File: src/rtl/i2c_tgt_pkg.sv
`timescale 1ns/1ps
package i2c_tgt_pkg;
    localparam int BYTE_W   = 8;
    localparam int CNT_W    = 4;
    localparam int RDY_BIT  = 7;
    localparam int DAV_BIT  = 6;
    localparam int PAIR_BIT = 5;

    typedef enum logic [2:0] {
        ST_IDLE,
        ST_ADDR,
        ST_ACK,
        ST_WRX,
        ST_TX,
        ST_MACK
    } tgt_state_e;

    // Command length lookup: selected bit set means one data byte follows.
    function automatic logic takes_data(input logic [BYTE_W-1:0] code, input logic [2:0] sel);
        return code[sel];
    endfunction
endpackage

File: src/rtl/i2c_line_sampler.sv
`timescale 1ns/1ps
module i2c_line_sampler #(
    parameter int STAGES = 2
) (
    input  logic clk,
    input  logic rst_n,
    input  logic scl_i,
    input  logic sda_i,
    output logic scl_o,
    output logic sda_o,
    output logic scl_rise_o,
    output logic scl_fall_o,
    output logic start_o,
    output logic stop_o
);
    logic [STAGES-1:0] scl_pipe;
    logic [STAGES-1:0] sda_pipe;
    logic              scl_d;
    logic              sda_d;

    always_ff @(posedge clk or negedge rst_n) begin
        if (!rst_n) begin
            scl_pipe <= '1;
            sda_pipe <= '1;
            scl_d    <= 1'b1;
            sda_d    <= 1'b1;
        end else begin
            scl_pipe <= {scl_pipe[STAGES-2:0], scl_i};
            sda_pipe <= {sda_pipe[STAGES-2:0], sda_i};
            scl_d    <= scl_pipe[STAGES-1];
            sda_d    <= sda_pipe[STAGES-1];
        end
    end

    assign scl_o      = scl_pipe[STAGES-1];
    assign sda_o      = sda_pipe[STAGES-1];
    assign scl_rise_o = scl_o & ~scl_d;
    assign scl_fall_o = ~scl_o & scl_d;
    assign start_o    = scl_o & scl_d & sda_d & ~sda_o;
    assign stop_o     = scl_o & scl_d & ~sda_d & sda_o;
endmodule

File: src/rtl/i2c_out_stage.sv
`timescale 1ns/1ps
module i2c_out_stage
    import i2c_tgt_pkg::*;
(
    input  logic              clk,
    input  logic              rst_n,
    input  logic              load_i,
    input  logic              load_two_i,
    input  logic [BYTE_W-1:0] load_b0_i,
    input  logic [BYTE_W-1:0] load_b1_i,
    input  logic              clr_dav_i,
    input  logic              cmd_done_i,
    input  logic              core_idle_i,
    output logic [BYTE_W-1:0] status_o,
    output logic              dav_o,
    output logic              pair_o,
    output logic [BYTE_W-1:0] byte0_o,
    output logic [BYTE_W-1:0] byte1_o
);
    logic busy_q;

    always_ff @(posedge clk or negedge rst_n) begin
        if (!rst_n) begin
            dav_o   <= 1'b0;
            pair_o  <= 1'b0;
            byte0_o <= '0;
            byte1_o <= '0;
            busy_q  <= 1'b0;
        end else begin
            if (load_i) begin
                byte0_o <= load_b0_i;
                byte1_o <= load_two_i ? load_b1_i : '0;
                dav_o   <= 1'b1;
                pair_o  <= load_two_i;
            end else if (clr_dav_i) begin
                dav_o  <= 1'b0;
                pair_o <= 1'b0;
            end
            if (cmd_done_i)       busy_q <= 1'b1;
            else if (core_idle_i) busy_q <= 1'b0;
        end
    end

    always_comb begin
        status_o           = '0;
        status_o[RDY_BIT]  = ~busy_q;
        status_o[DAV_BIT]  = dav_o;
        status_o[PAIR_BIT] = pair_o;
    end

    p_rdy_drop_r5: assert property (@(posedge clk) disable iff (!rst_n)
        cmd_done_i |=> !status_o[RDY_BIT]);
    p_load_dav_r7: assert property (@(posedge clk) disable iff (!rst_n)
        load_i |=> (dav_o && (pair_o == $past(load_two_i))));
    p_dav_clear_src_r9: assert property (@(posedge clk) disable iff (!rst_n)
        $fell(dav_o) |-> $past(clr_dav_i));
endmodule

File: src/rtl/i2c_cmd_target.sv
`timescale 1ns/1ps
module i2c_cmd_target
    import i2c_tgt_pkg::*;
#(
    parameter logic [6:0] TARGET_ADDR  = 7'h14,
    parameter logic [2:0] LONG_CMD_BIT = 3'd7,
    parameter int         SYNC_STAGES  = 2
) (
    input  logic       clk,
    input  logic       rst_n,
    input  logic       scl_i,
    input  logic       sda_i,
    output logic       sda_oe_o,
    output logic       cmd_valid_o,
    output logic [7:0] cmd_code_o,
    output logic [7:0] cmd_data_o,
    input  logic       core_idle_i,
    input  logic       load_i,
    input  logic       load_two_i,
    input  logic [7:0] load_b0_i,
    input  logic [7:0] load_b1_i
);
    logic scl_s, sda_s, scl_rise, scl_fall, start_ev, stop_ev;

    tgt_state_e        state, nxt;
    logic [BYTE_W-1:0] shreg, cmd_q, status, b0, b1, next_byte;
    logic [CNT_W-1:0]  bitcnt;
    logic [1:0]        tx_idx, last_idx, next_idx;
    logic              rd_mode, wr_last, byte_idx, nack_q, sda_oe_q, clr_dav;
    logic              dav, pair, addr_hit;

    i2c_line_sampler #(.STAGES(SYNC_STAGES)) u_sampler (
        .clk(clk), .rst_n(rst_n), .scl_i(scl_i), .sda_i(sda_i),
        .scl_o(scl_s), .sda_o(sda_s), .scl_rise_o(scl_rise), .scl_fall_o(scl_fall),
        .start_o(start_ev), .stop_o(stop_ev)
    );

    i2c_out_stage u_stage (
        .clk(clk), .rst_n(rst_n), .load_i(load_i), .load_two_i(load_two_i),
        .load_b0_i(load_b0_i), .load_b1_i(load_b1_i), .clr_dav_i(clr_dav),
        .cmd_done_i(cmd_valid_o), .core_idle_i(core_idle_i), .status_o(status),
        .dav_o(dav), .pair_o(pair), .byte0_o(b0), .byte1_o(b1)
    );

    assign addr_hit  = (shreg[7:1] == TARGET_ADDR);
    assign last_idx  = pair ? 2'd2 : 2'd1;
    assign next_idx  = tx_idx + 2'd1;
    assign next_byte = (dav && next_idx == 2'd1)         ? b0 :
                       (dav && pair && next_idx == 2'd2) ? b1 : 8'hFF;

    // State register
    always_ff @(posedge clk or negedge rst_n) begin
        if (!rst_n) state <= ST_IDLE;
        else        state <= nxt;
    end

    // Next-state logic
    always_comb begin
        nxt = state;
        unique case (state)
            ST_IDLE: nxt = ST_IDLE;
            ST_ADDR: if (scl_fall && bitcnt == 4'd8) nxt = addr_hit ? ST_ACK : ST_IDLE;
            ST_ACK:  if (scl_fall) nxt = rd_mode ? ST_TX : (wr_last ? ST_IDLE : ST_WRX);
            ST_WRX:  if (scl_fall && bitcnt == 4'd8) nxt = ST_ACK;
            ST_TX:   if (scl_fall && bitcnt == 4'd7) nxt = ST_MACK;
            ST_MACK: if (scl_fall) nxt = nack_q ? ST_IDLE : ST_TX;
            default: nxt = ST_IDLE;
        endcase
        if (start_ev)     nxt = ST_ADDR;
        else if (stop_ev) nxt = ST_IDLE;
    end

    // Datapath and outputs
    always_ff @(posedge clk or negedge rst_n) begin
        if (!rst_n) begin
            shreg       <= '0;
            cmd_q       <= '0;
            bitcnt      <= '0;
            tx_idx      <= '0;
            rd_mode     <= 1'b0;
            wr_last     <= 1'b0;
            byte_idx    <= 1'b0;
            nack_q      <= 1'b0;
            sda_oe_q    <= 1'b0;
            clr_dav     <= 1'b0;
            cmd_valid_o <= 1'b0;
            cmd_code_o  <= '0;
            cmd_data_o  <= '0;
        end else begin
            cmd_valid_o <= 1'b0;
            clr_dav     <= 1'b0;
            if (start_ev) begin
                bitcnt   <= '0;
                sda_oe_q <= 1'b0;
                rd_mode  <= 1'b0;
                wr_last  <= 1'b0;
                byte_idx <= 1'b0;
            end else if (stop_ev) begin
                sda_oe_q <= 1'b0;
            end else begin
                unique case (state)
                    ST_ADDR, ST_WRX: begin
                        if (scl_rise && bitcnt != 4'd8) begin
                            shreg  <= {shreg[6:0], sda_s};
                            bitcnt <= bitcnt + 4'd1;
                        end else if (scl_fall && bitcnt == 4'd8) begin
                            bitcnt <= '0;
                            if (state == ST_ADDR) begin
                                if (addr_hit) begin
                                    sda_oe_q <= 1'b1;
                                    rd_mode  <= shreg[0];
                                end
                            end else begin
                                sda_oe_q <= 1'b1;
                                if (!byte_idx) begin
                                    cmd_q <= shreg;
                                    if (!takes_data(shreg, LONG_CMD_BIT)) begin
                                        cmd_valid_o <= 1'b1;
                                        cmd_code_o  <= shreg;
                                        cmd_data_o  <= '0;
                                        wr_last     <= 1'b1;
                                    end else begin
                                        byte_idx <= 1'b1;
                                    end
                                end else begin
                                    cmd_valid_o <= 1'b1;
                                    cmd_code_o  <= cmd_q;
                                    cmd_data_o  <= shreg;
                                    wr_last     <= 1'b1;
                                end
                            end
                        end
                    end
                    ST_ACK: if (scl_fall) begin
                        if (rd_mode) begin
                            shreg    <= status;
                            sda_oe_q <= ~status[RDY_BIT];
                            tx_idx   <= '0;
                        end else begin
                            sda_oe_q <= 1'b0;
                        end
                    end
                    ST_TX: if (scl_fall) begin
                        if (bitcnt == 4'd7) begin
                            sda_oe_q <= 1'b0;
                            bitcnt   <= '0;
                            if (dav && tx_idx == last_idx) clr_dav <= 1'b1;
                        end else begin
                            shreg    <= {shreg[6:0], 1'b1};
                            sda_oe_q <= ~shreg[6];
                            bitcnt   <= bitcnt + 4'd1;
                        end
                    end
                    ST_MACK: begin
                        if (scl_rise) begin
                            nack_q <= sda_s;
                        end else if (scl_fall && !nack_q) begin
                            shreg    <= next_byte;
                            sda_oe_q <= ~next_byte[7];
                            if (tx_idx != 2'd3) tx_idx <= next_idx;
                        end
                    end
                    default: ;
                endcase
            end
        end
    end

    assign sda_oe_o = sda_oe_q;

    p_sda_scl_low_r12: assert property (@(posedge clk) disable iff (!rst_n)
        !$stable(sda_oe_q) |-> !$past(scl_s));
    p_strobe_single_r4: assert property (@(posedge clk) disable iff (!rst_n)
        cmd_valid_o |=> !cmd_valid_o);
    p_idle_quiet_r13: assert property (@(posedge clk) disable iff (!rst_n)
        (state == ST_IDLE) |-> !sda_oe_q);
endmodule

File: config.mk
export PLATFORM = sky130hd
export DESIGN_NAME = i2c_cmd_target
export DESIGN_NICKNAME = d
export VERILOG_FILES = /design/src/rtl/i2c_tgt_pkg.sv /design/src/rtl/i2c_line_sampler.sv /design/src/rtl/i2c_out_stage.sv /design/src/rtl/i2c_cmd_target.sv
export SDC_FILE = /design/constraint.sdc
export NUM_CORES = 1
export LEC_CHECK = 0
export BUFFER_PORTS_ARGS = -buffer_cell sky130_fd_sc_hd__buf_2
export CAP_MARGIN = 20
export CORE_MARGIN = 2
export CORE_UTILIZATION = 35
export DETAILED_ROUTE_END_ITERATION = 6
export GPL_TIMING_DRIVEN = 1
export SYNTH_ARGS = -nofsm -noshare
export SYNTH_HDL_FRONTEND = slang
export SYNTH_SLANG_ARGS = --single-unit
File: constraint.sdc
create_clock -name clk -period 4.45 [get_ports clk]
set_input_delay 0.2225 -clock clk [delete_from_list [all_inputs] [get_ports clk]]
set_output_delay 0.2225 -clock clk [all_outputs]
set_load 0.005 [all_outputs]
==> results of run 1 <==
## worst max-delay path by stage
| stage | from | endpoint | slack [ns] | cells past startpoint |
|---|---|---|---|---|
| floorplan | u_sampler.scl_d | shreg[0] | 2.69 | 6 |
| global placement | state[1] | cmd_data_o[7] | 2.09 | 3 |
| detailed placement | state[1] | cmd_data_o[7] | 2.02 | 3 |
| CTS | state[1] | cmd_data_o[7] | 2.00 | 3 |
| global route | u_sampler.scl_d | shreg[1] | 2.06 | 5 |
| finish | u_sampler.scl_d | shreg[4] | 2.17 | 5 |
## layout by cell type, fill, tap and decap left out, types with 6 or more instances in the layout
master	Yosys	routed
dfstp_2	6	6
nand2b_1	7	7
o21ai_0	43	43
dfrtp_1	67	67
clkbuf_8	0	10
nand2_1	36	36
a21oi_1	11	11
mux2_4	7	7
buf_2	7	40
nor2_1	17	17
nand3_1	19	19
inv_1	19	19
mux2i_1	10	10
mux2_2	16	16
## registers in the layout, indices dropped and copies added (netlist names), 3 cells and up
signal           cells
state                3
cmd_data_o           8
u_stage.byte1_o      8
cmd_code_o           8
u_stage.byte0_o      8
cmd_q                8
shreg                8
bitcnt               4
## cell type report
class,count,area [um2]
inverter,19,71.32
fill,1042,6040
multi-input combinational,245,1637
timing repair buffer,45,252.7
tap,136,170.2
clock buffer,10,137.6
clock inverter,6,42.54
sequential,73,1834
## through the flow
stage | worst slack, ns | area, um2
floorplan | 2.692 | 3612
global placement | 2.089 | 3920
detailed placement | 2.018 | 3920
CTS | 2.000 | 4130
global route | 2.057 | 4145
finish | 2.171 | 4145
## report_power, final
group	internal [W]	switching, W	total, W
Sequential	0.000700	0.0000467	0.000746
Clock	0.000218	0.000265	0.000484
Combinational	0.0000683	0.0000536	0.000122
## worst max-delay path, stage by stage (launching register included)
cell      delay (ns)
dfstp_2         0.58
nor2b_1         0.57
a21oi_2         0.15
nor3_4          0.29
o211ai_4        0.21
mux2_4          0.35
## kinds of logic after synthesis
kind of cell / synth area share (%)
AND/OR/NAND/NOR: 16.73
buffers and inverters: 4.087
flip-flops: 50.78
multiplexers: 10.67
AO/OA/AOI/OAI: 15.76
adder cells (fa/ha/maj): 1.732
XOR/XNOR: 0.2425
## metal layers
layer  global-route usage, %  share of wire [%]
met5                       0                  0
met3                   4.576                4.7
met1                   20.29                 51
met4                   3.947               0.96
met2                   21.24                 43
==> impl_results.md, run 1 <==
* Portion of synthesized cell area occupied by the leading cell type at 46.41%
* Final Skew at 0.009237 ns
* Max Fanout on Critical Path at 8
* Worst Path Class, Setup: flip-flop to flip-flop
* Antenna violations before repair at 0
* Critical hold path startpoint: load_b0_i[4]
* Setup Viol. Count Final at 0
* Share of async-settable or async-resettable flops after synthesis at 100.0%
* Sum of net half-perimeters after detailed placement at 5303 um
* Fraction of layout instances using a drive strength above 1 at 23.37%
* Later-pin clock latency in the skew report at 0.35 ns
* Residual DRC at 0
* Final weighted congestion in routability-driven placement at 0.8145
* Power per Cell Area at 326.1 nW/um2
* Startpoint type of the worst setup path: flip-flop
* Synthesized area at 3612 um2
* R2R Path End: shreg[4]
* Count of input and output buffers at 40
* Status: finished clean
* Largest cells by area after synthesis: dfrtp_1 (46%), o21ai_0 (6.0%), mux2_2 (5.0%), dfstp_2 (4.4%), nand2_1 (3.7%)
* Number of instances in the synthesized netlist at 355
* Clock buffer depth at 2
* Total clock buffers created by CTS at 9
* Drt via density at 5.096
* VDD IR max at 0.1334 mV
* Power, Total at 0.001352 W
* FMAX at 0.4388 GHz
* R2R cell count at 5
* Wire length per cell after detailed routing at 14.17 um
* Cell count after placement at 514
* Most frequent cell after synthesis: dfrtp_1
* Drt first pass iters at 4
* Quantity of gates resized following cts at 0
* Endpoint type of the worst setup path: flip-flop
* Synth cell types at 52
* Maximum number of pins on one net before global-route repair at 56
* Leftover overflow at the end of global routing at 0
* Post-cts hold buffer count at 3
* Via count of the first global-routing pass at 2,543
* Net count of the mapped netlist at 383
* Vias after detailed routing at 2,721
* Endpoint, Worst Hold: u_stage.byte0_o[4]
* Number of nets in the layout at 421
* Area added between synthesis and finish at 14.76%
* Hold slack at 0.09613 ns
* Number of standard cells in the layout, taps in and fillers out at 534
* Max_slew headroom at 44.72%
* Iteration-0 DRC Markers at 132
* Cell row count at 37
* Post-synth top area cell: dfrtp_1
* TritonCTS clock tree: yes
* Most numerous cell types in the synthesized netlist: dfrtp_1 (67), o21ai_0 (43), nand2_1 (36), inv_1 (19), nand3_1 (19)
* Register area share after synthesis at 50.78%
* Max-Cap Viols at 0
* Wire length of the first global-routing pass at 12,850 um
* Crit share post-route at 51.21%
* Critical path required time at 4.69 ns
* Die area at 11,150 um2
* Hold Crit Class: input port to flip-flop
* Number of H-tree levels at 3
* Post-layout minimum cycle time at 2.279 ns
* Vertical die dimension at 105.6 um
* Effective utilization at floorplan at 35.47%
* Max-slew violation count at 0
* Overall global routing resource usage at 14.37%
* Worst reg2reg path startpoint: u_sampler.scl_d
* I/O pin count at 41
* Avg Cell Area, Syn at 10.18 um2
* Arrival time at the worst endpoint at 2.51 ns
* Synthesized flop and latch total at 73
* Antenna diodes at 0
* Sink count of the clock tree at 73
* CORE AREA at 10,180 um2
* CTS root buf: clkbuf_8
* Core occupancy in the finished layout at 40.70%
* Total count of hold-check failures in the final report at 0
* Aggregate negative setup slack at 0 ns
* WHS Path Cells at 2
* Die X-Extent at 105.6 um
* Unrepaired setup endpoints after global routing: no
* EDFF count, synth at 0
* Worst-Margin Slew at 0.8274 ns
* Synthesis Warnings at 0
* Detail Route Antenna Nets at 0
* Number of buffers inserted to repair setup after CTS at 0
* Internal reg-to-reg setup slack at 2.17 ns
* Most instantiated flip-flop cell in the synthesis netlist: dfrtp_1
* Clock slew at the register clock pins of the worst setup and hold paths at 0.08 ns
* Static Leakage at 1.876 nW
* Routed WL at 7565 um
(Power assumes the default switching activity.)
==> run 2, diff against run 1 <==
==> constraint.sdc (replaced) <==
create_clock -name clk -period 2 [get_ports clk]
set_input_delay 0.1 -clock clk [delete_from_list [all_inputs] [get_ports clk]]
set_output_delay 0.1 -clock clk [all_outputs]
set_load 0.005 [all_outputs]
==> run 2 against run 1 <==
Critical endpoint is now shreg[2]. Sequential cell count unchanged. Global-route usage increased by 0.69 points. Largest cell class unchanged. Cell count increased by 6.2%. Final area increased by 7.8%. Hold slack got worse by 0.076 ns. Highest routed layer unchanged. Power increased by 130%.
==> impl_results.md, run 2 (synthesis gave the netlist of run 1 again) <==
* Drt first pass iters at 4 (unchanged)
* Final weighted congestion in routability-driven placement at 0.8748 (was 0.8145)
* I/O pin count at 41 (unchanged)
* VDD IR max at 0.4552 mV (was 0.1334 mV)
* Static Leakage at 2.045 nW (was 1.876 nW)
* CORE AREA at 10,180 um2 (unchanged)
* Part of the total power dissipated in the clock network at 35.7% (was 35.8%)
* TritonCTS clock tree: yes (unchanged)
* Highest-count cells in the layout ignoring fill and taps: dfrtp_1 (67), o21ai_0 (43), buf_2 (40), nand2_1 (36) (unchanged)
* Wire length of the first global-routing pass at 13,270 um (was 12,850 um)
* Antenna violations before repair at 0 (unchanged)
* Count of fill cells added during filler insertion at 1,014 (was 1,042)
* Drt via density at 4.917 (was 5.096)
* Max-slew violation count at 0 (unchanged)
* Vertical die dimension at 105.6 um (unchanged)
* Unrepaired setup endpoints after global routing: no (unchanged)
* Count of input and output buffers at 40 (unchanged)
* Overall global routing resource usage at 15.06% (was 14.37%)
* Residual DRC at 0 (unchanged)
* FMAX at 0.5334 GHz (was 0.4388 GHz)
* Vias after detailed routing at 2,788 (was 2,721)
* Leftover overflow at the end of global routing at 0 (unchanged)
* Switching part of the total power at 27.58% (was 27.03%)
* Antenna diodes at 0 (unchanged)
* Status: finished clean (unchanged)
* Final Skew at 0.01282 ns (was 0.009237 ns)
* Max-Cap Viols at 0 (unchanged)
* Net switching power figure at 0.0008424 W (was 0.0003654 W)
* Clock buffer depth at 2 (unchanged)
* Combinational share of power at 10.2% (was 9.0%)
* Critical hold path startpoint: core_idle_i (was load_b0_i[4])
* Met2 WL at 3483 um (was 3259 um)
* Arrival time at the worst endpoint at 2.11 ns (was 2.51 ns)
* Leading cell type in the layout, fill and taps excluded: dfrtp_1 (unchanged)
* Family with the most delay on the worst path: compound AO/OA/AOI/OAI gates (was simple AND/OR/NAND/NOR gates)
* Routed WL at 7749 um (was 7565 um)
* CP peak stage delay at 0.39 ns (was 0.58 ns)
* Sum of net half-perimeters after detailed placement at 5668 um (was 5303 um)
* Slowest library cell on the worst path: dfrtp_1 (was dfstp_2)
* Wire length per cell after detailed routing at 13.67 um (was 14.17 um)
* Die area at 11,150 um2 (unchanged)
* Fraction of layout instances using a drive strength above 1 at 26.45% (was 23.37%)
* Max Fanout on Critical Path at 8 (unchanged)
* Worst reg2reg path startpoint: bitcnt[1] (was u_sampler.scl_d)
* Area added between synthesis and finish at 23.73% (was 14.76%)
* Metal-1 WL at 3886 um (was 3875 um)
* Crit share post-route at 93.74% (was 51.21%)
* Placed standard-cell area at 4073 um2 (was 3920 um2)
* Later-pin clock latency in the skew report at 0.35 ns (about the same)
* Post-route worst setup slack at 0.1253 ns (was 2.171 ns)
* Post-layout minimum cycle time at 1.875 ns (was 2.279 ns)
* Sequential Power Share at 54.2% (was 55.2%)
* Endpoint type of the worst setup path: flip-flop (unchanged)
* Sequential cell area at 1834 um2 (unchanged)
* CTS root buf: clkbuf_8 (unchanged)
* Total count of hold-check failures in the final report at 0 (unchanged)
* Multi-input combinational cell area at 1650 um2 (was 1637 um2)
* Cell row count at 37 (unchanged)
* Max_slew headroom at 56.52% (was 44.72%)
* Clock slew at the register clock pins of the worst setup and hold paths at 0.09 ns (was 0.08 ns)
* Detail Route Antenna Nets at 0 (unchanged)
* Maximum number of pins on one net before global-route repair at 47 (was 56)
* Startpoint type of the worst setup path: flip-flop (unchanged)
* Worst Path Class, Setup: flip-flop to flip-flop (unchanged)
* Setup slack at placement at 0.1271 ns (was 2.018 ns)
* Number of H-tree levels at 3 (unchanged)
* Sink count of the clock tree at 73 (unchanged)
* Hold Crit Class: input port to flip-flop (unchanged)
* Total clock buffers created by CTS at 9 (unchanged)
* Internal power at 0.002212 W (was 0.0009863 W)
* Number of nets in the layout at 454 (was 421)
* Buffers & Inverters on Critical Path at 0 (unchanged)
* Series of cell instances along the critical path: ha_1 -> nand3b_1 -> a31oi_1 -> nor2_1 -> o211ai_4 -> mux2_4 (was nor2b_1 -> a21oi_2 -> nor3_4 -> o211ai_4 -> mux2_4)
* Die X-Extent at 105.6 um (unchanged)
* Uppermost signal routing layer after detailed routing: met4 (unchanged)
* Power per Cell Area at 683.4 nW/um2 (was 326.1 nW/um2)
* CP Launch Point: bitcnt[1] (was u_sampler.scl_d)
* Iteration-0 DRC Markers at 192 (was 132)
* Routed wl met3 at 284 um (was 356 um)
* Aggregate negative setup slack at 0 ns (unchanged)
* Setup Viol. Count Final at 0 (unchanged)
* Critical path required time at 2.23 ns (was 4.69 ns)
* Effective utilization at floorplan at 35.47% (unchanged)
* Post-route cell area at 4469 um2 (was 4145 um2)
* Worst-Margin Slew at 0.6522 ns (was 0.8274 ns)
* Via count of the first global-routing pass at 2,716 (was 2,543)
## run 2: cell count changes in the layout (fill, tap and decap cells not counted), sizes merged
cell / before / now
dlygate4sd3: 3 / 19
clkinv: 3 / 1
inv: 20 / 23
buf: 42 / 59
clkbuf: 10 / 9
## run 2: worst paths after layout
check	to	slack [ns]	cells past startpoint
worst max-delay path	shreg[2]	0.13	6
worst min-delay path	u_stage.busy_q	0.02	3
worst max register to register	shreg[2]	0.13	6
worst min register to register	u_sampler.scl_pipe[1]	0.36	0
max in group asynchronous	cmd_q[1]	1.02	3
min in group asynchronous	bitcnt[1]	0.31	2
## run 2: stage by stage
step	util (%)	total power [W]	std cells	hold slack, ns
floorplan	-	0.001843	355	-0.1956
global placement	39.99	0.001963	531	0.1654
detailed placement	39.99	0.001971	531	0.1722
CTS	43.67	0.003114	566	0.009821
global route	43.88	0.003223	567	0.01622
finish	43.88	0.003055	567	0.02053
## run 2: cell type report
type	instances	area share, %
Clock buffer	9	2.772
Clock inverter	7	1.372
Inverter	19	1.596
Multi-Input combinational cell	245	36.93
Sequential cell	73	41.04
Tap cell	136	3.807
Timing Repair Buffer	78	12.49
## run 2: what timing repair did
action,in CTS,in global routing
endpoints found under the hold margin,39,0
setup endpoints to repair,0,12
hold buffers,19,0
setup buffers,0,1
resized for setup,0,4
## run 2: tightest hold or removal path, cell delays in order
cell    delay (ns)
buf_2         0.09
inv_1         0.04
a21o_1        0.10
## run 2: per-layer routing
layer / vias up / track usage (%)
met4: 0 / 5.263
met5: - / 0
met2: 53 / 22.67
li1: 1420 / -
met1: 1308 / 20.86
met3: 7 / 4.205
## run 2: power groups by stage
stage                     combinational [W]  clock [W]  sequential, W
after floorplan                    0.000198          0        0.00164
after CTS                          0.000316    0.00114        0.00166
after global placement             0.000280          0        0.00168
after detailed placement           0.000288          0        0.00168
final                              0.000311    0.00109        0.00165
after global routing               0.000349    0.00120        0.00167
==> run 3, diff against run 2 <==
--- a/config.mk
+++ b/config.mk
@@ -9,8 +9,10 @@
 export CAP_MARGIN = 20
 export CORE_MARGIN = 2
 export CORE_UTILIZATION = 35
+export CTS_BUF_LIST = sky130_fd_sc_hd__clkbuf_8
 export DETAILED_ROUTE_END_ITERATION = 6
 export GPL_TIMING_DRIVEN = 1
+export SETUP_SLACK_MARGIN = 0.15
 export SYNTH_ARGS = -nofsm -noshare
 export SYNTH_HDL_FRONTEND = slang
 export SYNTH_SLANG_ARGS = --single-unit
==> run 3 against run 2 <==
Die area did not move. Clock power is essentially flat. Fmax grew 4.3%. Critical endpoint unchanged. Non-clock buffer count up 4. Power rose by 0.80%. Critical path type unchanged. First-iteration DRC count increased by 8.9%. Final area is 2.5% higher. Sequential power barely moved. Combinational power increased by 4%.
==> impl_results.md, run 3 (synthesis gave the netlist of run 1 again) <==
* Arrival time at the worst endpoint at 2.04 ns (was 2.11 ns)
* CP Launch Point: state[2] (was bitcnt[1])
* Power per Cell Area at 671.8 nW/um2 (was 683.4 nW/um2)
* Drt via density at 4.961 (was 4.917)
* Cell count after placement at 531 (unchanged)
* Placed standard-cell area at 4073 um2 (unchanged)
* Endpoint type of the worst setup path: flip-flop (unchanged)
* Leading cell type in the layout, fill and taps excluded: dfrtp_1 (unchanged)
* Highest-count cells in the layout ignoring fill and taps: dfrtp_1 (62), o21ai_0 (43), buf_2 (40), nand2_1 (36), buf_4 (20) (was dfrtp_1 (67), o21ai_0 (43), buf_2 (40), nand2_1 (36))
* Antenna violations before repair at 0 (unchanged)
* Max-slew violation count at 0 (unchanged)
* TritonCTS clock tree: yes (unchanged)
* Count of input and output buffers at 40 (unchanged)
* Die area at 11,150 um2 (unchanged)
* Crit share post-route at 89.90% (was 93.74%)
* CTS root buf: clkbuf_8 (unchanged)
* Via count of the first global-routing pass at 2,742 (was 2,716)
* Number of H-tree levels at 3 (unchanged)
* Critical hold path startpoint: core_idle_i (unchanged)
* Worst Path Class, Setup: flip-flop to flip-flop (unchanged)
* Static Leakage at 2.074 nW (was 2.045 nW)
* Worst-Margin Slew at 0.6472 ns (was 0.6522 ns)
* Power, Total at 0.003079 W (was 0.003055 W)
* I/O pin count at 41 (unchanged)
* Later-pin clock latency in the skew report at 0.36 ns (was 0.35 ns)
* Final weighted congestion in routability-driven placement at 0.8748 (unchanged)
* R2R cell count at 6 (unchanged)
* Sink count of the clock tree at 73 (unchanged)
* WHS Path Cells at 3 (unchanged)
* Routed WL at 7908 um (was 7749 um)
* Leftover overflow at the end of global routing at 0 (unchanged)
* Effective utilization at floorplan at 35.47% (unchanged)
* Iteration-0 DRC Markers at 209 (was 192)
* Internal reg-to-reg setup slack at 0.20 ns (was 0.13 ns)
* Number of standard cells in the layout, taps in and fillers out at 571 (was 567)
* Hold Crit Class: input port to flip-flop (unchanged)
* Post-route cell area at 4583 um2 (was 4469 um2)
* Total clock buffers created by CTS at 9 (unchanged)
* R2R Path End: shreg[2] (unchanged)
* Vertical die dimension at 105.6 um (unchanged)
* Worst reg2reg path startpoint: state[2] (was bitcnt[1])
* Max-Cap Viols at 0 (unchanged)
* Post-layout minimum cycle time at 1.798 ns (was 1.875 ns)
* Die X-Extent at 105.6 um (unchanged)
* Max_slew headroom at 56.86% (was 56.52%)
* Vias after detailed routing at 2,833 (was 2,788)
* Clock buffer depth at 2 (unchanged)
* Residual DRC at 0 (unchanged)
* Wire length of the first global-routing pass at 13,370 um (was 13,270 um)
* Drt first pass iters at 4 (unchanged)
* Wire length per cell after detailed routing at 13.85 um (was 13.67 um)
* Cell row count at 37 (unchanged)
* Total count of hold-check failures in the final report at 0 (unchanged)
* Endpoint, Worst Hold: u_stage.busy_q (unchanged)
* Area added between synthesis and finish at 26.88% (was 23.73%)
* Final Skew at 0.01189 ns (was 0.01282 ns)
* VDD IR max at 0.4536 mV (was 0.4552 mV)
* Aggregate negative setup slack at 0 ns (unchanged)
* Antenna diodes at 0 (unchanged)
* Status: finished clean (unchanged)
* Max Fanout on Critical Path at 11 (was 8)
* Clock slew at the register clock pins of the worst setup and hold paths at 0.08 ns (was 0.09 ns)
* Setup Viol. Count Final at 0 (unchanged)
* FMAX at 0.5562 GHz (was 0.5334 GHz)
* Detail Route Antenna Nets at 0 (unchanged)
* Number of nets in the layout at 458 (was 454)
* CORE AREA at 10,180 um2 (unchanged)
* Critical path required time at 2.24 ns (was 2.23 ns)
* Fraction of layout instances using a drive strength above 1 at 31.49% (was 26.45%)
* Overall global routing resource usage at 15.15% (was 15.06%)
* Sum of net half-perimeters after detailed placement at 5668 um (unchanged)
* Unrepaired setup endpoints after global routing: yes (was no)
* Startpoint type of the worst setup path: flip-flop (unchanged)
* Maximum number of pins on one net before global-route repair at 47 (unchanged)
## run 3: cell types whose count changed in the layout (fill, tap and decap cells not counted), moves of 3 or more
cell     before  now
buf_4        17   20
dfrtp_1      67   62
dfrtp_2       0    5
ha_1          5    2
## run 3: worst max-delay path by stage
stage	end	depth (start not counted)
finish	shreg[2]	6
floorplan	shreg[0]	6
global placement	state[0]	6
detailed placement	shreg[6]	6
CTS	shreg[2]	6
global route	state[0]	6
## run 3: metal layers
| metal | GRT usage (%) | share of wire [%] | vias up | wire length [um] |
|---|---|---|---|---|
| met5 | 0 | 0 | - | 0 |
| met1 | 20.90 | 49 | 1328 | 3907 |
| li1 | - | - | 1429 | - |
| met2 | 22.67 | 44 | 64 | 3501 |
| met4 | 5.827 | 1.9 | 0 | 154 |
| met3 | 4.205 | 4.4 | 12 | 344 |
## run 3: through the flow
stage	util (%)	hold slack, ns	worst slack, ns
floorplan	-	-0.1956	0.2418
global placement	39.99	0.1654	0.1037
detailed placement	39.99	0.1722	0.1271
CTS	44.23	0.009821	0.1537
global route	45.00	0.01622	0.1397
finish	45.00	0.01572	0.2020
## run 3: power breakdown
part	internal (W)	switching, W	leakage (nW)	total [W]
Combinational	0.000190	0.000133	1.03	0.000323
Clock	0.000473	0.000623	0.0888	0.00110
Sequential	0.00156	0.000103	0.952	0.00166
Total	0.00222	0.000858	2.07	0.00308
## run 3: what timing repair did
| item | 4_1_cts | 5_1_grt |
|---|---|---|
| resized for setup | 6 | 20 |
| setup endpoints to repair | 11 | 17 |
| hold buffers | 19 | 0 |
| hold endpoints to repair | 39 | 0 |
| buffers inserted | 3 | 2 |
| pin swaps | 2 | 8 |
## run 3: layout make-up
cell class                      count  area, um2
Sequential cell                    73       1841
Clock buffer                        9      123.9
Tap cell                          136      170.2
Inverter                           19      71.32
Multi-Input combinational cell    245       1715
Timing Repair Buffer               82      600.6
Clock inverter                      7      61.31
Fill cell                        1003       5602
## run 3: worst max-delay path, stage by stage, from the launching register on
cell and delay, ns:
dfrtp_2 0.48, or3b_4 0.44, a21oi_2 0.17, nor3_4 0.07
o211ai_4 0.08, buf_12 0.15, mux2_4 0.29
